--- src/rtl/stp_gate_pkg.sv ---
package stp_gate_pkg;
  // Per-port configuration word: {tx_en, rx_en, learn_dis}
  typedef struct packed {
    logic tx_en;
    logic rx_en;
    logic learn_dis;
  } port_cfg_t;

  localparam port_cfg_t CFG_DISCARD = '{tx_en: 1'b0, rx_en: 1'b0, learn_dis: 1'b1};
  localparam port_cfg_t CFG_LEARN   = '{tx_en: 1'b0, rx_en: 1'b0, learn_dis: 1'b0};
  localparam port_cfg_t CFG_FORWARD = '{tx_en: 1'b1, rx_en: 1'b1, learn_dis: 1'b0};
endpackage

--- src/rtl/stp_cfg_regs.sv ---
module stp_cfg_regs
  import stp_gate_pkg::*;
#(
  parameter int NUM_PORTS = 5,
  parameter int IDX_W     = 3
) (
  input  logic                 clk,
  input  logic                 rst_n,
  input  logic                 cfg_we,
  input  logic [IDX_W-1:0]     cfg_port,
  input  logic [2:0]           cfg_data,
  output logic [NUM_PORTS-1:0] tx_vec,
  output logic [NUM_PORTS-1:0] rx_vec,
  output logic [NUM_PORTS-1:0] ldis_vec
);
  localparam int HOST = NUM_PORTS - 1;

  for (genvar i = 0; i < NUM_PORTS; i++) begin : g_port
    if (i == HOST) begin : g_host
      // the host port is never gated
      assign tx_vec[i]   = 1'b1;
      assign rx_vec[i]   = 1'b1;
      assign ldis_vec[i] = 1'b0;
    end else begin : g_net
      port_cfg_t cfg_q;
      always_ff @(posedge clk) begin
        if (!rst_n)
          cfg_q <= CFG_DISCARD;
        else if (cfg_we && cfg_port == IDX_W'(i))
          cfg_q <= port_cfg_t'(cfg_data);
      end
      assign tx_vec[i]   = cfg_q.tx_en;
      assign rx_vec[i]   = cfg_q.rx_en;
      assign ldis_vec[i] = cfg_q.learn_dis;
    end
  end
endmodule

--- src/rtl/stp_gate_logic.sv ---
module stp_gate_logic #(
  parameter int NUM_PORTS = 5,
  parameter int IDX_W     = 3
) (
  input  logic [IDX_W-1:0]     src,
  input  logic [NUM_PORTS-1:0] dst,
  input  logic                 hit,
  input  logic                 ovr,
  input  logic [NUM_PORTS-1:0] tx_vec,
  input  logic [NUM_PORTS-1:0] rx_vec,
  input  logic [NUM_PORTS-1:0] ldis_vec,
  output logic [NUM_PORTS-1:0] mask,
  output logic                 learn
);
  localparam int HOST = NUM_PORTS - 1;

  logic [NUM_PORTS-1:0] src_oh;
  logic                 src_ok;
  logic                 from_host;
  logic                 rx_src;
  logic                 ovr_hit;

  for (genvar i = 0; i < NUM_PORTS; i++) begin : g_dec
    assign src_oh[i] = (src == IDX_W'(i));
  end

  assign src_ok    = |src_oh;
  assign from_host = src_oh[HOST];
  assign rx_src    = |(src_oh & rx_vec);
  assign ovr_hit   = hit & ovr;
  assign learn     = src_ok & ~(|(src_oh & ldis_vec));

  for (genvar i = 0; i < NUM_PORTS; i++) begin : g_egr
    logic normal_ok;
    logic bypass_ok;
    assign normal_ok = rx_src & dst[i] & tx_vec[i];
    if (i == HOST) begin : g_hbit
      assign bypass_ok = from_host ? 1'b0 : ovr_hit;
    end else begin : g_nbit
      assign bypass_ok = from_host & dst[i];
    end
    assign mask[i] = src_ok & ~src_oh[i] & (normal_ok | bypass_ok);
  end
endmodule

--- src/rtl/stp_out_stage.sv ---
module stp_out_stage #(
  parameter int W = 6
) (
  input  logic         clk,
  input  logic         rst_n,
  input  logic         in_valid,
  output logic         in_ready,
  input  logic [W-1:0] in_data,
  output logic         out_valid,
  input  logic         out_ready,
  output logic [W-1:0] out_data
);
  logic         vld_q;
  logic [W-1:0] dat_q;

  assign in_ready  = ~vld_q | out_ready;
  assign out_valid = vld_q;
  assign out_data  = dat_q;

  always_ff @(posedge clk) begin
    if (!rst_n) begin
      vld_q <= 1'b0;
      dat_q <= '0;
    end else if (in_ready) begin
      vld_q <= in_valid;
      if (in_valid) dat_q <= in_data;
    end
  end
endmodule

--- src/rtl/stp_port_gate.sv ---
module stp_port_gate #(
  parameter int NUM_PORTS = 5,
  parameter int IDX_W     = 3
) (
  input  logic                 clk,
  input  logic                 rst_n,
  input  logic                 cfg_we,
  input  logic [IDX_W-1:0]     cfg_port,
  input  logic [2:0]           cfg_data,
  input  logic                 ev_valid,
  output logic                 ev_ready,
  input  logic [IDX_W-1:0]     ev_src,
  input  logic [NUM_PORTS-1:0] ev_dst,
  input  logic                 ev_hit,
  input  logic                 ev_ovr,
  output logic                 dec_valid,
  input  logic                 dec_ready,
  output logic [NUM_PORTS-1:0] dec_mask,
  output logic                 dec_learn
);
  localparam int DW = NUM_PORTS + 1;

  logic [NUM_PORTS-1:0] tx_vec, rx_vec, ldis_vec;
  logic [NUM_PORTS-1:0] nxt_mask;
  logic                 nxt_learn;
  logic [DW-1:0]        out_word;

  stp_cfg_regs #(.NUM_PORTS(NUM_PORTS), .IDX_W(IDX_W)) u_cfg (
    .clk(clk), .rst_n(rst_n), .cfg_we(cfg_we), .cfg_port(cfg_port),
    .cfg_data(cfg_data), .tx_vec(tx_vec), .rx_vec(rx_vec), .ldis_vec(ldis_vec)
  );

  stp_gate_logic #(.NUM_PORTS(NUM_PORTS), .IDX_W(IDX_W)) u_logic (
    .src(ev_src), .dst(ev_dst), .hit(ev_hit), .ovr(ev_ovr),
    .tx_vec(tx_vec), .rx_vec(rx_vec), .ldis_vec(ldis_vec),
    .mask(nxt_mask), .learn(nxt_learn)
  );

  stp_out_stage #(.W(DW)) u_out (
    .clk(clk), .rst_n(rst_n),
    .in_valid(ev_valid), .in_ready(ev_ready), .in_data({nxt_learn, nxt_mask}),
    .out_valid(dec_valid), .out_ready(dec_ready), .out_data(out_word)
  );

  assign dec_mask  = out_word[NUM_PORTS-1:0];
  assign dec_learn = out_word[NUM_PORTS];
endmodule

--- config.mk ---
export PLATFORM = sky130hd
export DESIGN_NAME = stp_port_gate
export DESIGN_NICKNAME = d
export VERILOG_FILES = /design/src/rtl/stp_gate_pkg.sv /design/src/rtl/stp_cfg_regs.sv /design/src/rtl/stp_gate_logic.sv /design/src/rtl/stp_out_stage.sv /design/src/rtl/stp_port_gate.sv
export SDC_FILE = /design/constraint.sdc
export NUM_CORES = 1
export LEC_CHECK = 0
export ABC_AREA = 1
export BUFFER_PORTS_ARGS = -buffer_cell sky130_fd_sc_hd__buf_4
export CAP_MARGIN = 20
export CORE_UTILIZATION = 52
export DETAILED_ROUTE_END_ITERATION = 8
export PLACE_DENSITY = 0.91
export REMOVE_ABC_BUFFERS = 1
export SYNTH_ARGS = -nofsm -noshare
export SYNTH_HDL_FRONTEND = slang
export SYNTH_SLANG_ARGS = --single-unit
--- constraint.sdc ---
create_clock -name clk -period 1.7 [get_ports clk]
set_input_delay 0.51 -clock clk [delete_from_list [all_inputs] [get_ports clk]]
set_output_delay 0.51 -clock clk [all_outputs]
set_load 0.005 [all_outputs]
---- Yosys cells after proc, flatten, opt, wreduce, memory -nomap -nowiden ----
Cells that the tools add are included.
word-level totals
  flip-flop bits (word level) ............. 19
  input bits .............................. 21
  output and inout bits ................... 8
operators by class
  eq/ne operators ......................... 7
  mux-type cells .......................... 1
  bitwise gates (word level) .............. 40
  reduce and logical (&&, ||, !) cells .... 10
operators by type and width
  cell                                                                   number
  1-bit AND                                                              25
  5-bit OR reduction                                                     3
  3-bit by 2-bit equality test with 1-bit output, second input constant  4
  1-bit NOT                                                              7
  3-bit by 1-bit equality test with 1-bit output, second input constant  2
  3-bit zero test                                                        2
  1-bit OR                                                               6
  5-bit by 4-bit AND with 5-bit output                                   1
  5-bit AND                                                              1
  1-bit logical AND                                                      4
  3-bit equality test, second input constant                             1
  2-bit AND reduction                                                    1
  1-bit 2-to-1 mux                                                       1

---- Longest topological paths before layout ----
  word-level depth ........................ 7
  gate-level depth with buffers ........... 8
  gate-level depth less buffers ........... 8

---- Cells and area by module ----
A second synthesis with hierarchy kept.
second synthesis, totals
  cell total of the unflattened synthesis .. 177
  area, all modules ....................... 1103.6 µm²
by module, submodules not included
  module          times used  cells each  area an instance (µm²)  seq. area each (µm²)
  stp_cfg_regs    1           84          556.8                   240.2
  stp_out_stage   1           43          322.8                   140.1
  stp_gate_logic  1           50          224.0                   0.0

---- Worst setup path after synthesis ----
Ideal clock, no wire load.
  path type ............................... input to register
  start ................................... input ev_src[2]
  end ..................................... register u_out.dat_q[5] (netlist: u_out.out_data[5])
  library setup time ...................... 117 ps
  arrival ................................. 1223 ps
  setup slack ............................. 360 ps
  stages .................................. 7
  cell sequence ........................... buf_2 > inv_2 > nand3_1 > o21ai_0 > nor3_2 > a21oi_1 > nor2_1
on the way
  cells in the longest elaborated chain, start to end .. 5
  elaborated cells on any way between the ends .. 10
ends and longest elaborated chain
  element                                                                 RTL line              source
  from (decl)                                                             stp_port_gate.sv:12   input logic [IDX_W-1:0] ev_src,
  3-bit by 1-bit equality test with 1-bit output (tied with other cells)  stp_gate_logic.sv:24  assign src_oh[i] = (src == IDX_W'(i));
  5-bit by 4-bit AND with 5-bit output                                    stp_gate_logic.sv:31  assign learn = src_ok & ~(|(src_oh & ldis_vec));
  5-bit OR reduction                                                      stp_gate_logic.sv:31
  1-bit NOT                                                               stp_gate_logic.sv:31
  1-bit AND *                                                             stp_gate_logic.sv:31
  to (signal assigned)                                                    stp_out_stage.sv:26   if (in_valid) dat_q <= in_data;
  to (decl)                                                               stp_out_stage.sv:14   logic [W-1:0] dat_q;
Every way passes the cells marked *; elsewhere a longest branch is shown, timed or not.
A chain may end at the register's enable or synchronous reset.

---- Final worst setup path ----
  start ................................... register u_out.vld_q (netlist: u_out.out_valid)
  end ..................................... output ev_ready
on the way
  cells in the longest elaborated chain, start to end .. 2
ends and longest elaborated chain
  element                 RTL line             source
  from (decl)             stp_out_stage.sv:13  logic vld_q;
  from (signal assigned)  stp_out_stage.sv:25  vld_q <= in_valid;
  1-bit NOT               stp_out_stage.sv:16  assign in_ready = ~vld_q | out_ready;
  1-bit OR                stp_out_stage.sv:16
  to (decl)               stp_port_gate.sv:11  output logic ev_ready,
No other way between the ends.

==> results.toml <==
[clock_tree]
cts.repair.resized = 0
cts_hold_buffers = 0
cts_buffers = 3
cts_tree = "built"
cts_root_buf = "clkbuf_4"
clock_latency_ns = 0.30
post_cts_buffers = 0
path_clk_slew_ns = 0.12
cts.sinks = 19
cts_buffer_depth = 2
h-tree-depth = 1

[hold_path]
hold_path_class = "input pin to flop"

[timing]
fmax_mhz = 720
rsz0062_at_grt = "false"
setup-tns-final_ns = 0
finalSetupViolCount = 0
holdWs_ns = 0.448
worst_pin_slew_ns = 0.287
fin_crit_ns = 1.39
slew_headroom_pct = 80.8
clock-skew-final_ns = 0.00968
slew_viol_final = 0
period_share_pct = 81.7
finalHoldViolations = 0

[layout]
drive_above_1_share_pct = 28.6
finalNetCount = 176
final_common_cell = "buf_4"
final_cells = 170
diodes = 0
layout_common_cells = "buf_4 (28), nand2_1 (23), dfxtp_1 (19), nor2_1 (14), a21oi_1 (12)"
final_cell_area_um2 = 1140
area_growth_pct = 28.1

[yosys]
synth_area_um2 = 887
ys_seq_elements = 19
avgSynthCellArea_um2 = 7.15
yosys_warnings = 0
syn_inst = 124
seq_area_frac_synth_pct = 42.9
synth.distinct_cells = 22

[worst_setup_path]
critPathRequiredTime_ns = 1.19
r2r_slack_ns = 0.57
critPathKind = "flop to output port"
worst_setup_path_end_kind = "output port"
cp_num_buf_inv = 1
crit_fanout = 3
worstPathArrival_ns = 0.88
critPathMaxStageDelay_ns = 0.37
path_cells = "nand2_2 > buf_4"
crit_slowest_cell = "dfxtp_1"
path_delay_family = "flip-flops"
cp-start-kind = "flop"

[power_and_ir_drop]
peakVddDrop_uv = 773
total_power_uw = 832
p_per_area_nw_per_um2 = 732
power_leakage_uw = 0.000523

[global_route]
grt-ovfl-total = 0
antenna_found_initial = 0
grt_pass1_wl_um = 3270
grtUsageTotal_pct = 23.5
grt_start_max_net_pins = 12
grt_pass1_vias = 818

[drt]
drtIter0Drc = 24
dr_total_vias = 936
ant_nets = 0
firstDrtPassIters = 5
drc = 0
wl_per_cell_um = 11.9
drt-total-wl_um = 2030
vias_per_cell = 5.51

[floorplanning]
fp.dieArea_um2 = 1880
pin_count = 29
dieWidth_um = 43.3
rows = 14
die_h_um = 43.3
initial_core_util_pct = 57.5
fp.coreArea_um2 = 1540

[placement]
routabilityCongestion = 0.842
place_area_um2 = 1110
dp_hpwl_um = 1600
io_buffer_count = 28
placed_cells = 166

[run]
maxCapViolCount = 0

[run_status]
status = "complete, no violations"
[worst reg2reg max path: cells and delay by family (launching register included)]
kind,cells,cell delay (ns)
compound gates,1,0.10
flops,1,0.34
simple gates,6,0.64
[routing by layer]
| metal | track usage (%) | part of all wire (%) | vias to the layer above |
|---|---|---|---|
| li1 | - | - | 472 |
| met1 | 28.0 | 43 | 419 |
| met2 | 40.0 | 48 | 37 |
| met3 | 5.53 | 6.9 | 8 |
| met4 | 10.3 | 1.9 | 0 |
| met5 | 0 | 0 | - |
[path summary, 6_finish.rpt]
path,endpoint,cells after the start,from
hold / removal,u_cfg.ldis_vec[0],2,rst_n
setup reg to reg,u_out.out_data[3],7,u_out.out_valid
setup / recovery,ev_ready,2,u_out.out_valid
hold reg to reg,u_cfg.tx_vec[0],2,u_cfg.tx_vec[0]
[through the flow]
| step | worst slack, ns | util, % |
|---|---|---|
| 6_report | 0.311 | 73.7 |
| 3_3_place_gp | 0.305 | 71.9 |
| 2_1_floorplan | 0.467 | - |
| 3_5_place_dp | 0.264 | 71.9 |
| 4_1_cts | 0.303 | 73.7 |
| 5_1_grt | 0.282 | 73.7 |
[cell type report]
type	instances	area, µm²
flip-flops and latches	19	380
inverters	14	52.6
clock buffers	3	22.5
fillers	128	405
repair buffers	28	210
well taps	16	20.0
multi-input cells	89	445
clock inverters	1	5.00
[state kept, by name (all words and copies together), names as in the netlist]
register / flops
u_out.out_data: 6
u_cfg.ldis_vec: 4
u_cfg.rx_vec: 4
u_cfg.tx_vec: 4
u_out.out_valid: 1
[logic make-up after synthesis]
| family | synth area share, % |
|---|---|
| simple gates | 33.7 |
| compound gates | 16.5 |
| flops | 42.9 |
| buf+inv | 6.91 |
[cells in the mapped netlist, drive strengths merged]
master  number  share of area [%]
nor3         3                2.3
nand4        6                4.9
dfxtp       19                 43
o211ai       1               0.85
inv         13                5.5
buf          1               0.56
nand2       25                 11
a21oi       13                7.8
nor2        17                9.2
clkbuf       1               0.42
clkinv       1               0.42
nand3       11                6.2
o21ai       11                6.2
o21a         2                1.7
[power breakdown]
group	total (µW)	leakage [µW]	switching, µW	internal, µW
logic	135	0.000351	72.1	62.8
registers	467	0.000155	7.63	459
clock network	230	0.0000177	142	87.6
No activity file was read; power rests on OpenSTA's default activity.
